**src/rtl/dmac_pkg.sv**
```systemverilog
// Shared types and helpers for the DMA request controller.
// Assumes the configuration byte layout used by software is fixed as below.
package dmac_pkg;
    localparam int CFG_W  = 8;
    localparam int BUF_N  = 4;
    localparam int BEAT_W = 5;

    // Configuration byte, MSB first: counter enable, burst code, enable, buffer code, direction.
    typedef struct packed {
        logic       cnt_en;
        logic [1:0] burst;
        logic       en;
        logic [2:0] buf_code;
        logic       dir;
    } cfg_t;

    typedef enum logic [1:0] {GNT_NONE, GNT_HOST, GNT_PERIPH} gnt_e;

    // Words per request for a 2-bit burst code.
    function automatic logic [BEAT_W-1:0] burst_words(input logic [1:0] code);
        case (code)
            2'd0:    burst_words = BEAT_W'(1);
            2'd1:    burst_words = BEAT_W'(4);
            2'd2:    burst_words = BEAT_W'(8);
            default: burst_words = BEAT_W'(16);
        endcase
    endfunction
endpackage

```
**src/rtl/dmac_cfg_regs.sv**
```systemverilog
// Configuration byte and byte counter.
// Counts down by two on each word strobe when the counter is enabled; on
// exhaustion clears the enable bit and pulses done. Software writes win
// over hardware updates in the same cycle.
module dmac_cfg_regs
    import dmac_pkg::*;
#(
    parameter int CNT_W = 16
) (
    input  logic             clk,
    input  logic             rst_n,
    input  logic             cfg_wr,
    input  logic [CFG_W-1:0] cfg_wdata,
    input  logic             cnt_wr,
    input  logic [CNT_W-1:0] cnt_wdata,
    input  logic             word_stb,
    output cfg_t             cfg_q,
    output logic [CNT_W-1:0] cnt_q,
    output logic             done_q
);
    localparam logic [CNT_W-1:0] STEP = CNT_W'(2);

    // Register update: hardware countdown, then software writes override.
    always_ff @(posedge clk) begin
        if (!rst_n) begin
            cfg_q  <= '0;
            cnt_q  <= '0;
            done_q <= 1'b0;
        end else begin
            done_q <= 1'b0;
            if (word_stb && cfg_q.cnt_en) begin
                if (cnt_q <= STEP) begin
                    cnt_q    <= '0;
                    cfg_q.en <= 1'b0;
                    done_q   <= 1'b1;
                end else begin
                    cnt_q <= cnt_q - STEP;
                end
            end
            if (cfg_wr) cfg_q <= cfg_t'(cfg_wdata);
            if (cnt_wr) cnt_q <= cnt_wdata;
        end
    end

    AST_DONE_CLEARS_EN: assert property (@(posedge clk) disable iff (!rst_n)
        done_q |-> (!cfg_q.en || $past(cfg_wr)));
endmodule

```
**src/rtl/dmac_burst_engine.sv**
```systemverilog
// Host-side request generator.
// Raises the host request while enabled with a valid buffer and work left,
// counts accepted words per burst, and inserts a one-cycle gap after the
// last word of each burst. Assumes dack_ok is already routed to this client.
module dmac_burst_engine
    import dmac_pkg::*;
#(
    parameter int CNT_W = 16
) (
    input  logic             clk,
    input  logic             rst_n,
    input  cfg_t             cfg,
    input  logic [CNT_W-1:0] cnt,
    input  logic             cfg_wr,
    input  logic             dack_ok,
    output logic             host_req,
    output logic             word_stb,
    output logic [BUF_N-1:0] buf_sel
);
    logic [BEAT_W-1:0] beat_q;
    logic [BEAT_W-1:0] burst_len;
    logic              gap_q;
    logic              buf_ok;
    logic              last_beat;

    // One select line per buffer kind.
    for (genvar i = 0; i < BUF_N; i++) begin : g_sel
        assign buf_sel[i] = (cfg.buf_code == 3'(i));
    end

    assign buf_ok    = |buf_sel;
    assign host_req  = cfg.en && buf_ok && (!cfg.cnt_en || (cnt != '0)) && !gap_q;
    assign word_stb  = dack_ok && host_req;
    assign burst_len = burst_words(cfg.burst);
    assign last_beat = word_stb && (beat_q == burst_len - BEAT_W'(1));

    // Beat position within a burst and the gap after its final word.
    always_ff @(posedge clk) begin
        if (!rst_n) begin
            beat_q <= '0;
            gap_q  <= 1'b0;
        end else begin
            gap_q <= last_beat;
            if (cfg_wr || last_beat) beat_q <= '0;
            else if (word_stb)       beat_q <= beat_q + BEAT_W'(1);
        end
    end

    AST_GAP_AFTER_BURST: assert property (@(posedge clk) disable iff (!rst_n)
        last_beat |=> !host_req);
    AST_BEAT_IN_RANGE: assert property (@(posedge clk) disable iff (!rst_n)
        beat_q < burst_len || $past(cfg_wr));
endmodule

```
**src/rtl/dmac_chan_arb.sv**
```systemverilog
// Request/acknowledge routing for dual or shared channel use.
// Dual mode: the sys pair belongs to the host. Shared mode: a registered
// fixed-priority grant (host first) held until the winner drops its request.
module dmac_chan_arb
    import dmac_pkg::*;
(
    input  logic clk,
    input  logic rst_n,
    input  logic one_chan,
    input  logic host_req,
    input  logic periph_req,
    input  logic sys_dack_n,
    output logic sys_dreq,
    output logic host_dack_ok,
    output logic periph_dack_n
);
    gnt_e gnt_q;

    // Grant state: pick a winner when free, release when it goes quiet.
    always_ff @(posedge clk) begin
        if (!rst_n || !one_chan) begin
            gnt_q <= GNT_NONE;
        end else begin
            case (gnt_q)
                GNT_NONE: begin
                    if (host_req)        gnt_q <= GNT_HOST;
                    else if (periph_req) gnt_q <= GNT_PERIPH;
                end
                GNT_HOST:   if (!host_req)   gnt_q <= GNT_NONE;
                GNT_PERIPH: if (!periph_req) gnt_q <= GNT_NONE;
                default:    gnt_q <= GNT_NONE;
            endcase
        end
    end

    // Route the request out and the acknowledge back to the granted client.
    always_comb begin
        if (one_chan) begin
            sys_dreq      = ((gnt_q == GNT_HOST) && host_req) ||
                            ((gnt_q == GNT_PERIPH) && periph_req);
            host_dack_ok  = (gnt_q == GNT_HOST) && !sys_dack_n;
            periph_dack_n = !((gnt_q == GNT_PERIPH) && !sys_dack_n);
        end else begin
            sys_dreq      = host_req;
            host_dack_ok  = !sys_dack_n;
            periph_dack_n = 1'b1;
        end
    end

    AST_ONE_ACK_OWNER: assert property (@(posedge clk) disable iff (!rst_n)
        $onehot0({host_dack_ok, !periph_dack_n}));
    AST_PERIPH_IDLE_DUAL: assert property (@(posedge clk) disable iff (!rst_n)
        !one_chan |-> periph_dack_n);
endmodule

```
**src/rtl/dma_req_ctrl.sv**
```systemverilog
// DMA request and byte-count controller, top level.
// Joins the configuration/counter registers, the host burst engine and the
// channel arbiter. Assumes one 16-bit word moves per accepted acknowledge.
module dma_req_ctrl
    import dmac_pkg::*;
#(
    parameter int CNT_W = 16
) (
    input  logic             clk,
    input  logic             rst_n,
    input  logic             one_chan,
    input  logic             cfg_wr,
    input  logic [7:0]       cfg_wdata,
    input  logic             cnt_wr,
    input  logic [CNT_W-1:0] cnt_wdata,
    output logic [7:0]       cfg_q,
    output logic [CNT_W-1:0] cnt_q,
    output logic             sys_dreq,
    input  logic             sys_dack_n,
    input  logic             periph_dreq,
    output logic             periph_dack_n,
    output logic [3:0]       buf_sel,
    output logic             buf_wr,
    output logic             buf_stb,
    output logic             done_irq
);
    cfg_t cfg_s;
    logic host_req;
    logic host_dack_ok;

    dmac_cfg_regs #(.CNT_W(CNT_W)) u_regs (
        .clk(clk), .rst_n(rst_n),
        .cfg_wr(cfg_wr), .cfg_wdata(cfg_wdata),
        .cnt_wr(cnt_wr), .cnt_wdata(cnt_wdata),
        .word_stb(buf_stb),
        .cfg_q(cfg_s), .cnt_q(cnt_q), .done_q(done_irq)
    );

    dmac_burst_engine #(.CNT_W(CNT_W)) u_engine (
        .clk(clk), .rst_n(rst_n),
        .cfg(cfg_s), .cnt(cnt_q), .cfg_wr(cfg_wr),
        .dack_ok(host_dack_ok),
        .host_req(host_req), .word_stb(buf_stb), .buf_sel(buf_sel)
    );

    dmac_chan_arb u_arb (
        .clk(clk), .rst_n(rst_n), .one_chan(one_chan),
        .host_req(host_req), .periph_req(periph_dreq),
        .sys_dack_n(sys_dack_n),
        .sys_dreq(sys_dreq), .host_dack_ok(host_dack_ok),
        .periph_dack_n(periph_dack_n)
    );

    assign cfg_q  = cfg_s;
    assign buf_wr = cfg_s.dir;

    AST_DREQ_NEEDS_EN: assert property (@(posedge clk) disable iff (!rst_n)
        (!one_chan && sys_dreq) |-> cfg_q[4]);
    AST_STB_NEEDS_DREQ: assert property (@(posedge clk) disable iff (!rst_n)
        buf_stb |-> (sys_dreq && !sys_dack_n));
endmodule

```
**config.mk**
```make
export PLATFORM = sky130hd
export DESIGN_NAME = dma_req_ctrl
export DESIGN_NICKNAME = d
export VERILOG_FILES = /design/src/rtl/dmac_pkg.sv /design/src/rtl/dmac_cfg_regs.sv /design/src/rtl/dmac_burst_engine.sv /design/src/rtl/dmac_chan_arb.sv /design/src/rtl/dma_req_ctrl.sv
export SDC_FILE = /design/constraint.sdc
export NUM_CORES = 1
export LEC_CHECK = 0
export CORE_ASPECT_RATIO = 0.75
export CORE_MARGIN = 8
export CORE_UTILIZATION = 38
export CTS_BUF_LIST = sky130_fd_sc_hd__clkbuf_4 sky130_fd_sc_hd__clkbuf_8
export CTS_CLUSTER_DIAMETER = 120
export DETAILED_ROUTE_END_ITERATION = 10
export GPL_ROUTABILITY_DRIVEN = 0
export GPL_TIMING_DRIVEN = 0
export PLACE_DENSITY = 0.81
export SLEW_MARGIN = 15
export SYNTH_ARGS = -nofsm -noshare
export SYNTH_HDL_FRONTEND = slang
export SYNTH_SLANG_ARGS = --single-unit
```
**constraint.sdc**
```tcl
create_clock -name clk -period 2.8 [get_ports clk]
set_input_delay 0.28 -clock clk [delete_from_list [all_inputs] [get_ports clk]]
set_output_delay 0.28 -clock clk [all_outputs]
set_load 0.005 [all_outputs]
```
==> flow_summary.yaml <==
placement:
  hpwlAfterDp_um: 4250
  io_buffers: 62
  placed_area_mm2: 0.00256
timing:
  tns_ps: 0
  finalHoldViolCount: 0
  rsz0062_at_grt: "false"
  slew_viol_final: 0
  finalCritPeriodShare_pct: 95.7
  worst_pin_slew_ps: 728
  setup_viol_count_final: 0
  maxSlewHeadroom_pct: 51.3
  finalCriticalPeriod_ps: 2680
  skew_ps: 7.45
  fmax_mhz: 373
cts:
  cts_root_buffer: "clkbuf_8"
  cts_tree: "done"
  ctsResizeCount: 4
  clk_path_buf_depth: 2
  path_clk_slew_ps: 70
  hold_buffers: 0
  cts_setup_buffers: 0
  clkLatencyLatePin_ps: 290
  htreeDepth: 2
  cts.sinks: 33
  numCtsBuffers: 5
finish:
  regArea_um2: 661
  fill_cells: 407
  multi_input_area_mm2: 0.00118
  final_area_mm2: 0.00273
  fin_nets: 324
  num_antenna_cells: 0
  layout-drive-gt1-share_pct: 10.6
  synthToLayoutAreaGrowth_pct: 46.4
setup_path:
  critical_path_buf_inv_count: 1
  critical_path_arrival_ps: 2400
  path_cells: "nor4_2 -> nand2_2 -> or3_1 -> a32o_1 -> clkdlybuf4s50_1"
  cp_slowest_cell: "nor4_2"
  crit_type: "reg -> out"
  start_kind: "flop"
  startpoint: "u_regs.cnt_q[9]"
  crit_family: "simple AND/OR/NAND/NOR gates"
  rr_startpoint: "u_regs.cfg_q[3]"
  cpPeakStageDelay_ps: 440
  end_kind: "output port"
  required_ps: 2520
  critPathMaxFanout: 7
drt:
  first_pass_iters: 4
  avgRoutedWirePerCell_um: 16.3
  drtAntennaViolNets: 0
  via_per_inst: 5.62
  drc_errors: 0
  drt-total-wl_um: 5740
  vias: 1979
  drtIter0Drc: 156
run:
  cap_violations: 0
synth:
  synth-edff-count: 0
  syn-num-nets: 255
  synthFlopType: "dfxtp_1"
  syn-cell-area_mm2: 0.00186
  synth_cell_types: 52
  ys_seq_area_share_pct: 35.5
  syn_area_per_cell_um2: 8.39
  ys_warn_count: 0
  async_flop_share_pct: 0
  synth-seq-cells: 33
  synthCells: 222
die:
  start_util_pct: 38.6
  dieArea_mm2: 0.00742
  num_io_pins: 64
  core-area_mm2: 0.00482
  rows: 22
  chipHeight_um: 76.6
  die_w_um: 96.8
grt:
  grt_use_met1_pct: 20.3
  antenna_found_initial: 0
  grt_pass1_vias: 1851
  use_met2_pct: 22.1
  grt.total_usage_pct: 15.3
  top_usage_layer: "met2"
  grt_max_degree: 11
  grt.met3_usage_pct: 6.07
  overflow: 0
  grt_pass1_wl_um: 9490
worst_hold_path:
  min_from: "cfg_wr"
  min_path_type: "in -> reg"
outcome:
  status: "completed"
power_and_ir_drop:
  ir_drop_mv: 0.213
  p_leak_nw: 0.988
  p_per_area_mw_per_mm2: 475
logic make-up (layout without fill, tap and decap cells):
family	Yosys count	after routing	synth area share [%]
and+or+nand+nor	99	99	28.0
AOI/OAI and AO/OA	61	61	24.9
DFF	33	33	35.5
buffers and inverters	14	84	3.49
muxes	9	9	4.91
xor gates and xnor gates	4	4	1.88
adders and majority gates	2	2	1.34
routing by layer:
metal	up-vias	routed length, um
li1	963	-
met1	934	2590
met2	78	2610
met3	4	498
met4	0	44
met5	-	0
power by group:
part	switching, mW	total (mW)	internal [mW]
clock	0.178	0.477	0.300
sequential	0.0380	0.530	0.492
combinational	0.134	0.286	0.152
synth_stat cells (all sizes together) (2+ instances only):
cell type	count	area share, %
a22oi	3	1.2
nor2b	2	0.67
ha	2	1.3
inv	6	1.2
nor3b	2	0.81
or2	2	0.67
or4	2	1.0
dfxtp	33	35
o31ai	3	1.2
nor3	5	1.3
o21ai	10	2.9
o211ai	18	8.5
xor2	3	1.4
nand3b	2	0.81
nand3	8	2.2
or3	6	2.0
nand2	32	6.5
a31oi	2	0.67
a32o	2	1.1
nor2	21	4.2
a21oi	13	3.5
clkbuf	5	1.0
mux2i	8	4.3
nor4	6	2.8
buf	3	1.3
and2	2	0.67
and3	2	0.67
o21bai	3	1.2
tightest hold or removal path, stage by stage:
cell,delay [ps]
clkbuf_1,240
nand2_1,130
a21oi_1,70
layout by cell type, fill, tap and decap left out, drive strengths merged, types with 3 or more instances in the layout:
cell	n
clkdlybuf4s50	62
o21bai	3
or3	6
nor4	6
mux2i	8
dfxtp	33
nand3	8
inv	6
nor3	5
o31ai	3
xor2	3
o211ai	18
a21oi	13
o21ai	10
nand2	32
clkbuf	12
a22oi	3
nor2	21
buf	3
area by class of cell:
type	instances	share of cell area, %
flip-flops and latches	33	24.2
clock inverters	1	1.10
clock buffers	7	3.31
repair buffers	62	22.8
inverters	6	0.826
well taps	60	2.75
multi-input cells	175	43.4
plain buffers	8	1.56
metrics by stage:
stage	util [%]	hold slack (ps)	setup WS, ps	power [mW]	cells
final	56.6	484	121	1.29	352
after global routing	56.6	500	29.0	1.35	352
after CTS	56.1	492	45.5	1.29	352
after detailed placement	53.1	481	176	0.809	344
after global placement	53.1	475	192	0.804	344
after floorplan	-	381	682	0.673	222
final timing paths:
check,cells after the start,end,slack [ps]
max,5,sys_dreq,120
min,3,u_regs.cfg_q[4],480
max reg2reg,6,u_regs.cfg_q[4],350
min reg2reg,2,u_engine.beat_q[4],490
flip-flops by register name (all words and copies together), names as in the netlist:
| name | flops |
|---|---|
| u_regs.cnt_q | 16 |
| u_engine.gap_q | 1 |
| u_regs.done_q | 1 |
| u_engine.beat_q | 5 |
| u_arb.gnt_q | 2 |
| u_regs.cfg_q | 8 |
Note: power is estimated with default switching activity, not from simulation.
